`config.mk`:
```
export PLATFORM = sky130hd
export DESIGN_NAME = shrot_unit
export DESIGN_NICKNAME = d
export VERILOG_FILES = /design/src/rtl/shrot_pkg.sv /design/src/rtl/shrot_lane.sv /design/src/rtl/shrot_flags.sv /design/src/rtl/shrot_engine.sv /design/src/rtl/shrot_unit.sv
export SDC_FILE = /design/constraint.sdc
export NUM_CORES = 1
export LEC_CHECK = 0
export BUFFER_PORTS_ARGS = -buffer_cell sky130_fd_sc_hd__buf_2
export CORE_MARGIN = 2
export CORE_UTILIZATION = 50
export DETAILED_ROUTE_END_ITERATION = 7
export PLACE_DENSITY_LB_ADDON = 0.25
export SYNTH_ARGS = -nofsm -noshare
export SYNTH_HDL_FRONTEND = slang
export SYNTH_SLANG_ARGS = --single-unit
export TNS_END_PERCENT = 1
```
`constraint.sdc`:
```
create_clock -name clk -period 2.2 [get_ports clk]
set_input_delay 0.33 -clock clk [delete_from_list [all_inputs] [get_ports clk]]
set_output_delay 0.33 -clock clk [all_outputs]
set_load 0.01 [all_outputs]
```
`src/rtl/shrot_pkg.sv`:
```
package shrot_pkg;

    localparam int OP_W   = 4;
    localparam int SIZE_W = 2;
    localparam int BYTE_W = 8;
    localparam int NUM_LANES = 3;

    typedef enum logic [OP_W-1:0] {
        OP_INV    = 4'd0,
        OP_LSL    = 4'd1,
        OP_LSR    = 4'd2,
        OP_ASL    = 4'd3,
        OP_ASR    = 4'd4,
        OP_ROL    = 4'd5,
        OP_ROR    = 4'd6,
        OP_RCL    = 4'd7,
        OP_RCR    = 4'd8
    } shrot_op_e;

    typedef struct packed {
        logic n;
        logic z;
        logic v;
        logic c;
    } shrot_flags_t;

    // Lane index for a width select: 0 -> 8 bits, 1 -> 16 bits, 2/3 -> 32 bits.
    function automatic logic [1:0] size_to_lane(input logic [SIZE_W-1:0] sz);
        logic [1:0] idx;
        case (sz)
            2'd0:    idx = 2'd0;
            2'd1:    idx = 2'd1;
            default: idx = 2'd2;
        endcase
        return idx;
    endfunction

    // True when the code moves bits toward the MSB.
    function automatic logic is_leftward(input logic [OP_W-1:0] op);
        return (op == OP_LSL) || (op == OP_ASL) || (op == OP_ROL) || (op == OP_RCL);
    endfunction

    // True when the code moves bits toward bit 0.
    function automatic logic is_rightward(input logic [OP_W-1:0] op);
        return (op == OP_LSR) || (op == OP_ASR) || (op == OP_ROR) || (op == OP_RCR);
    endfunction

endpackage

```
`src/rtl/shrot_lane.sv`:
```
// One fixed-width lane: computes the shifted/rotated/inverted value and the carry.
module shrot_lane
    import shrot_pkg::*;
#(
    parameter int W = 8
) (
    input  logic [OP_W-1:0] op,
    input  logic [W-1:0]    a,
    input  logic            cin,
    output logic [W-1:0]    res,
    output logic            cout
);
    logic top_bit;
    logic low_bit;

    assign top_bit = a[W-1];
    assign low_bit = a[0];

    always_comb begin
        res  = a;
        cout = cin;
        case (op)
            OP_INV: begin
                res  = ~a;
                cout = cin;
            end
            OP_LSL, OP_ASL: begin
                res  = {a[W-2:0], 1'b0};
                cout = top_bit;
            end
            OP_LSR: begin
                res  = {1'b0, a[W-1:1]};
                cout = low_bit;
            end
            OP_ASR: begin
                res  = {top_bit, a[W-1:1]};
                cout = low_bit;
            end
            OP_ROL: begin
                res  = {a[W-2:0], top_bit};
                cout = top_bit;
            end
            OP_ROR: begin
                res  = {low_bit, a[W-1:1]};
                cout = low_bit;
            end
            OP_RCL: begin
                res  = {a[W-2:0], cin};
                cout = top_bit;
            end
            OP_RCR: begin
                res  = {cin, a[W-1:1]};
                cout = low_bit;
            end
            default: begin
                res  = a;
                cout = cin;
            end
        endcase
    end
endmodule

```
`src/rtl/shrot_flags.sv`:
```
// Derives N and Z from a zero-extended result, with the sign position set by the lane.
module shrot_flags
    import shrot_pkg::*;
#(
    parameter int DATA_W = 32
) (
    input  logic [DATA_W-1:0] res,
    input  logic [1:0]        lane,
    output logic              n,
    output logic              z
);
    logic [NUM_LANES-1:0] sign_per_lane;

    for (genvar g = 0; g < NUM_LANES; g++) begin : g_sign
        localparam int MSB_POS = (BYTE_W << g) - 1;
        assign sign_per_lane[g] = res[MSB_POS];
    end

    always_comb begin
        n = 1'b0;
        for (int i = 0; i < NUM_LANES; i++) begin
            if (lane == i[1:0]) n = sign_per_lane[i];
        end
    end

    assign z = (res == '0);
endmodule

```
`src/rtl/shrot_engine.sv`:
```
// Combinational engine: one lane per width, selected by the width code.
module shrot_engine
    import shrot_pkg::*;
#(
    parameter int DATA_W = 32
) (
    input  logic [OP_W-1:0]   op,
    input  logic [SIZE_W-1:0] size,
    input  logic [DATA_W-1:0] data,
    input  logic              cin,
    output logic [DATA_W-1:0] res,
    output shrot_flags_t      flags
);
    logic [DATA_W-1:0]    lane_res [NUM_LANES];
    logic [NUM_LANES-1:0] lane_c;
    logic [1:0]           lane_sel;
    logic                 n_flag;
    logic                 z_flag;
    logic                 c_flag;

    assign lane_sel = size_to_lane(size);

    for (genvar g = 0; g < NUM_LANES; g++) begin : g_lane
        localparam int LW = BYTE_W << g;
        logic [LW-1:0] part;
        shrot_lane #(.W(LW)) u_lane (
            .op   (op),
            .a    (data[LW-1:0]),
            .cin  (cin),
            .res  (part),
            .cout (lane_c[g])
        );
        assign lane_res[g] = DATA_W'(part);
    end

    always_comb begin
        res    = lane_res[NUM_LANES-1];
        c_flag = lane_c[NUM_LANES-1];
        for (int i = 0; i < NUM_LANES; i++) begin
            if (lane_sel == i[1:0]) begin
                res    = lane_res[i];
                c_flag = lane_c[i];
            end
        end
    end

    shrot_flags #(.DATA_W(DATA_W)) u_flags (
        .res  (res),
        .lane (lane_sel),
        .n    (n_flag),
        .z    (z_flag)
    );

    always_comb begin
        flags.n = n_flag;
        flags.z = z_flag;
        flags.v = 1'b0;
        flags.c = c_flag;
    end
endmodule

```
`src/rtl/shrot_unit.sv`:
```
// Top: combinational engine followed by one output register stage.
module shrot_unit
    import shrot_pkg::*;
#(
    parameter int DATA_W = 32
) (
    input  logic              clk,
    input  logic              rst,
    input  logic              in_valid,
    input  logic [3:0]        in_op,
    input  logic [1:0]        in_size,
    input  logic [DATA_W-1:0] in_data,
    input  logic              in_carry,
    output logic              out_valid,
    output logic [DATA_W-1:0] out_data,
    output logic              out_n,
    output logic              out_z,
    output logic              out_v,
    output logic              out_c
);
    logic [DATA_W-1:0] eng_res;
    shrot_flags_t      eng_flags;
    shrot_flags_t      flags_q;

    shrot_engine #(.DATA_W(DATA_W)) u_engine (
        .op    (in_op),
        .size  (in_size),
        .data  (in_data),
        .cin   (in_carry),
        .res   (eng_res),
        .flags (eng_flags)
    );

    always_ff @(posedge clk) begin
        if (rst) begin
            out_valid <= 1'b0;
            out_data  <= '0;
            flags_q   <= '0;
        end else begin
            out_valid <= in_valid;
            if (in_valid) begin
                out_data <= eng_res;
                flags_q  <= eng_flags;
            end
        end
    end

    assign out_n = flags_q.n;
    assign out_z = flags_q.z;
    assign out_v = flags_q.v;
    assign out_c = flags_q.c;
endmodule

```
After elaboration in Yosys (flattened, before gate mapping):

Index checks and enable logic that the tools add are counted.

* output and inout bits: 37
* word-level logic and storage cells: 42
* flip-flop bits (word level): 36
* input port bits: 42

* bitwise gates (word level): 3
* equal/unequal tests: 11
* reductions and logical operators: 7
* muxes and demuxes: 16

Operator list (number)
* $pmux 32 s8: 1
* $pmux 16 s8: 1
* $mux 32: 3
* $pmux 8 s8: 1
* $logic_not 32->1: 1
* $not 32->32: 1
* $eq 4x3->1 const B: 4
* $not 16->16: 1
* $eq 4x2->1 const B: 2
* $not 8->8: 1
* $reduce_or 4->1: 2
* $mux 1: 6
* $pmux 1 s2: 3
* $eq 2x1->1 const B: 2
* $eq 4x1->1 const B: 1
* $eq 4x4->1 const B: 1
* $logic_not 2->1: 2
* $logic_not 4->1: 1
* $pmux 2 s2: 1
* $eq 2x2->1 const B: 1
* $reduce_or 2->1: 1

Depth between registers and ports, before layout:

* depth after elaboration: 9
* depth in mapped cells: 10
* depth with buffers taken out: 7

Hierarchy:

A second synthesis with hierarchy kept.

* cells, all modules: 584
* area total of the unflattened synthesis: 4455.5 um^2

By module, submodules not included
* shrot_lane at u_engine.g_lane[2].u_lane: seq. area each 0.0 um^2, cells an instance 211, area each 1471.4 um^2, times used 1
* shrot_unit: seq. area each 740.7 um^2, cells an instance 118, area each 1332.5 um^2, times used 1
* shrot_lane at u_engine.g_lane[1].u_lane: seq. area each 0.0 um^2, cells an instance 111, area each 660.6 um^2, times used 1
* shrot_lane at u_engine.g_lane[0].u_lane: seq. area each 0.0 um^2, cells an instance 65, area each 449.2 um^2, times used 1
* shrot_engine: seq. area each 0.0 um^2, cells an instance 65, area each 442.9 um^2, times used 1
* shrot_flags: seq. area each 0.0 um^2, cells an instance 14, area each 98.8 um^2, times used 1

Least setup slack after synthesis:

No wires, ideal clock.

* path kind: input port to flip-flop
* from: input in_op[0]
* to: register flags_q (netlist bit out_z)
* stages: 9
* library setup time: 116 ps
* data required time: 2084 ps
* setup slack: 401 ps
* buffers on the path: 2
* arrival time: 1683 ps
* path through: buf_4 > o31ai_4 > buf_2 > o221ai_1 > a31oi_1 > nor4_1 > nand4_1 > nor2_1 > a31o_1

* longest elaborated chain between the ends: 7
* elaborated cells between the ends (all ways): 17
* classes of those cells: eq/ne: 8; mux: 6; reduce/logical: 3

RTL lines
* from (decl): line shrot_unit.sv:10 `input logic [3:0] in_op,`
* $eq 4x1->1 / $eq 4x2->1 (equally long branches): line shrot_lane.sv:22 `case (op)`
* $reduce_or 2->1: line shrot_lane.sv:22
* $pmux 32 s8 / $pmux 8 s8 (equally long branches): line shrot_lane.sv:22
* $mux 32 (2 in series): line shrot_engine.sv:40 `if (lane_sel == i[1:0]) begin`
* $mux 32 (*): line shrot_engine.sv:40
* $logic_not 32->1 (*): line shrot_flags.sv:26 `assign z = (res == '0);`
* to (signal assigned): line shrot_unit.sv:43 `flags_q <= eng_flags;`
* to (decl): line shrot_unit.sv:23 `shrot_flags_t flags_q;`

Every way passes the cells marked *; elsewhere a longest branch is shown, timed or not.
A chain may end at the register's enable or synchronous reset.

Final worst setup path:

* from: input in_op[3]
* to: register flags_q (netlist bit out_z)

Same word-level chain as after synthesis.

==> metrics <==
Clock Latency Late Sink 0.29 ns; mean post-synth cell area 7.73 um^2; initial DRC count 360; Post-synth EDFFs 0; Die X 80.9 um; Synthesis Warnings 0; maximum vdd ir drop 481 uV; CTS resizes 0; Ant. Diodes 0; critical path class input pin to register; GRT Overall Usage 28.5%; fraction of registers with async set/reset 0%; vias in the first global route 2,840; I/O pin cnt 79; vias after detailed routing 3,324; P&R area growth vs syn 20.8%; Final Skew 0 ns; setup violators final 0; mux cell area share after synthesis 9.89%; max_cap viols 0; Crit Reg-Reg Startpoint out_data[29]$_SDFFE_PP0P_; largest net degree at the start of global routing 39; final max-slew violation count 0; hold_sp rst; post-synthesis sequential area ratio 24.3%; Mapped Area 2960 um^2; fraction of layout cells with a size suffix above 1 28.2%; Clock transition at path regs 0.07 ns; first-pass GRT wire length 14,700 um; Num CTS Buffers 5; Avg WL per Cell 17.7 um; CP Launch Point in_op[3]; Final period util 89.5%; post-layout util 61.5%; drt pass-1 iters 6; leakage power 1.53 nW; Max Root-Sink Buffers 2; CTS Sinks 36; chip height 80.9 um; IO buf count 77; #FFs+latches synth 36; FILL cells 584; Root Buffer clkbuf_8; DR DRC count 0; highest clock rate 508 MHz; hold_buf cts 0; Initial Util 50.9%; Post-Synth XOR/XNOR Area 0.296%; synthesized net count 425; postcts setup bufs 0; Routability Congestion 0.858; row count 28; status complete, no violations; RSZ-0062 raised after global routing false; simple-gate share of the synthesized area 25.2%; drt total wl 9430 um; Hold Crit Class input pin to register; drt via density 6.25; PwrDens 509 nW/um^2; CP Max Fanout 22; Worst Setup End Kind register; final hold violations 0; ANT nets after route 0; Compound-Gate Fraction of Synth Area 31.4%; CP Data Arrival Time 2.20 ns; ys flop type dfxtp_1; post-route setup slack 0.231 ns; Required @ worst endpoint 2.43 ns; CTS H-Tree Depth 2; die area 6550 um^2; setup TNS 0 ns; fin crit period 1.97 ns; post-place setup slack 0.0429 ns; largest family of logic cells by synthesized area compound AO/OA/AOI/OAI gates; Synth Area in Adders 0%; CORE AREA 5820 um^2; cells after synthesis 383; antenna violations before repair 0; total grt overflow 0; CTS tree built; Final Net Count 498; Distinct cells, synth 57; type of origin of the critical path input pin; hpwl dp 6810 um
-- metrics by stage --
| stage | power, mW | instance area, um^2 | hold slack, ns | instances |
|---|---|---|---|---|
| 2_1_floorplan | 1.11 | 2960 | 0.495 | 383 |
| 3_3_place_gp | 1.33 | 3480 | 0.456 | 524 |
| 3_5_place_dp | 1.34 | 3480 | 0.459 | 524 |
| 4_1_cts | 1.82 | 3580 | 0.400 | 532 |
| 5_1_grt | 1.91 | 3580 | 0.400 | 532 |
| 6_report | 1.82 | 3580 | 0.399 | 532 |
-- layout by cell type (no fill, tap or decap), drive strengths merged, types with 3 or more instances in the layout --
master,count
a211o,4
a211oi,5
a21oi,12
a31oi,18
buf,108
clkbuf,6
clkinv,3
dfxtp,36
inv,4
mux2i,27
nand2,10
nand2b,23
nand3,5
nor2,53
nor2b,14
nor3,5
nor4,8
nor4b,3
o211ai,18
o21ai,24
o221ai,23
o22ai,6
o311a,5
o32ai,3
or2,4
or3,3
-- flip-flops by register name (all words and copies together), names as in the netlist --
name       cells
out_z          1
out_data      32
out_c          1
out_n          1
out_valid      1
-- cell families (layout without fill, tap and decap cells) --
kind of cell / after synthesis / in the layout
muxes: 29 / 29
xor gates and xnor gates: 1 / 1
buffers and inverters: 47 / 121
AOI/OAI and AO/OA: 129 / 129
other: 1 / 1
and+or+nand+nor: 140 / 140
DFF: 36 / 36
-- synth_stat cells, drive strengths merged, types with 5 or more instances --
| master | instances | area [um^2] |
|---|---|---|
| nor2 | 53 | 201 |
| nand3 | 5 | 25.0 |
| buf | 29 | 190 |
| nand2 | 10 | 37.5 |
| o21ai | 24 | 120 |
| o211ai | 18 | 135 |
| o311a | 5 | 50.1 |
| dfxtp | 36 | 721 |
| nor2b | 14 | 87.6 |
| nand2b | 23 | 144 |
| a31oi | 18 | 113 |
| clkbuf | 13 | 48.8 |
| o221ai | 23 | 201 |
| mux2i | 27 | 270 |
| nor4 | 8 | 50.1 |
| a21oi | 12 | 60.1 |
| o22ai | 6 | 37.5 |
| a211oi | 5 | 37.5 |
| nor3 | 5 | 30.0 |
-- critical path, stage by stage --
cell	delay (ns)
buf_2	0.29
inv_2	0.26
o211ai_1	0.26
a31oi_1	0.16
nor4_1	0.42
nand4_1	0.15
nor2_1	0.15
a31o_1	0.16
-- metal layers --
layer | track usage (%) | wire length [um] | up-vias
met5 | 0 | 0 | -
met4 | 6.44 | 127 | 0
met3 | 2.67 | 695 | 15
met2 | 44.5 | 4230 | 158
met1 | 42.3 | 4370 | 1560
li1 | - | - | 1591
-- area by class of cell --
| cell class | count | area (um^2) | share of cell area, % |
|---|---|---|---|
| tap | 75 | 93.8 | 2.62 |
| timing repair buffer | 108 | 668 | 18.7 |
| sequential | 36 | 721 | 20.2 |
| multi-input combinational | 300 | 1980 | 55.4 |
| clock buffer | 6 | 82.6 | 2.31 |
| inverter | 5 | 18.8 | 0.525 |
| clock inverter | 2 | 10.0 | 0.280 |
-- path summary, 6_finish.rpt --
| path | slack, ns | endpoint | cells past startpoint |
|---|---|---|---|
| min reg2reg | 0.48 | out_c$_SDFFE_PP0P_ | 2 |
| max reg2reg | 1.42 | out_data[29]$_SDFFE_PP0P_ | 3 |
| min | 0.40 | out_data[21]$_SDFFE_PP0P_ | 2 |
| max | 0.23 | out_z$_SDFFE_PP0P_ | 8 |
-- power breakdown --
part	total [mW]	switching [mW]	internal (mW)	leakage [nW]
registers	0.716	0.0217	0.694	0.296
clock network	0.481	0.231	0.250	0.0510
logic	0.625	0.361	0.263	1.19
No activity file was read; power rests on OpenSTA's default activity.
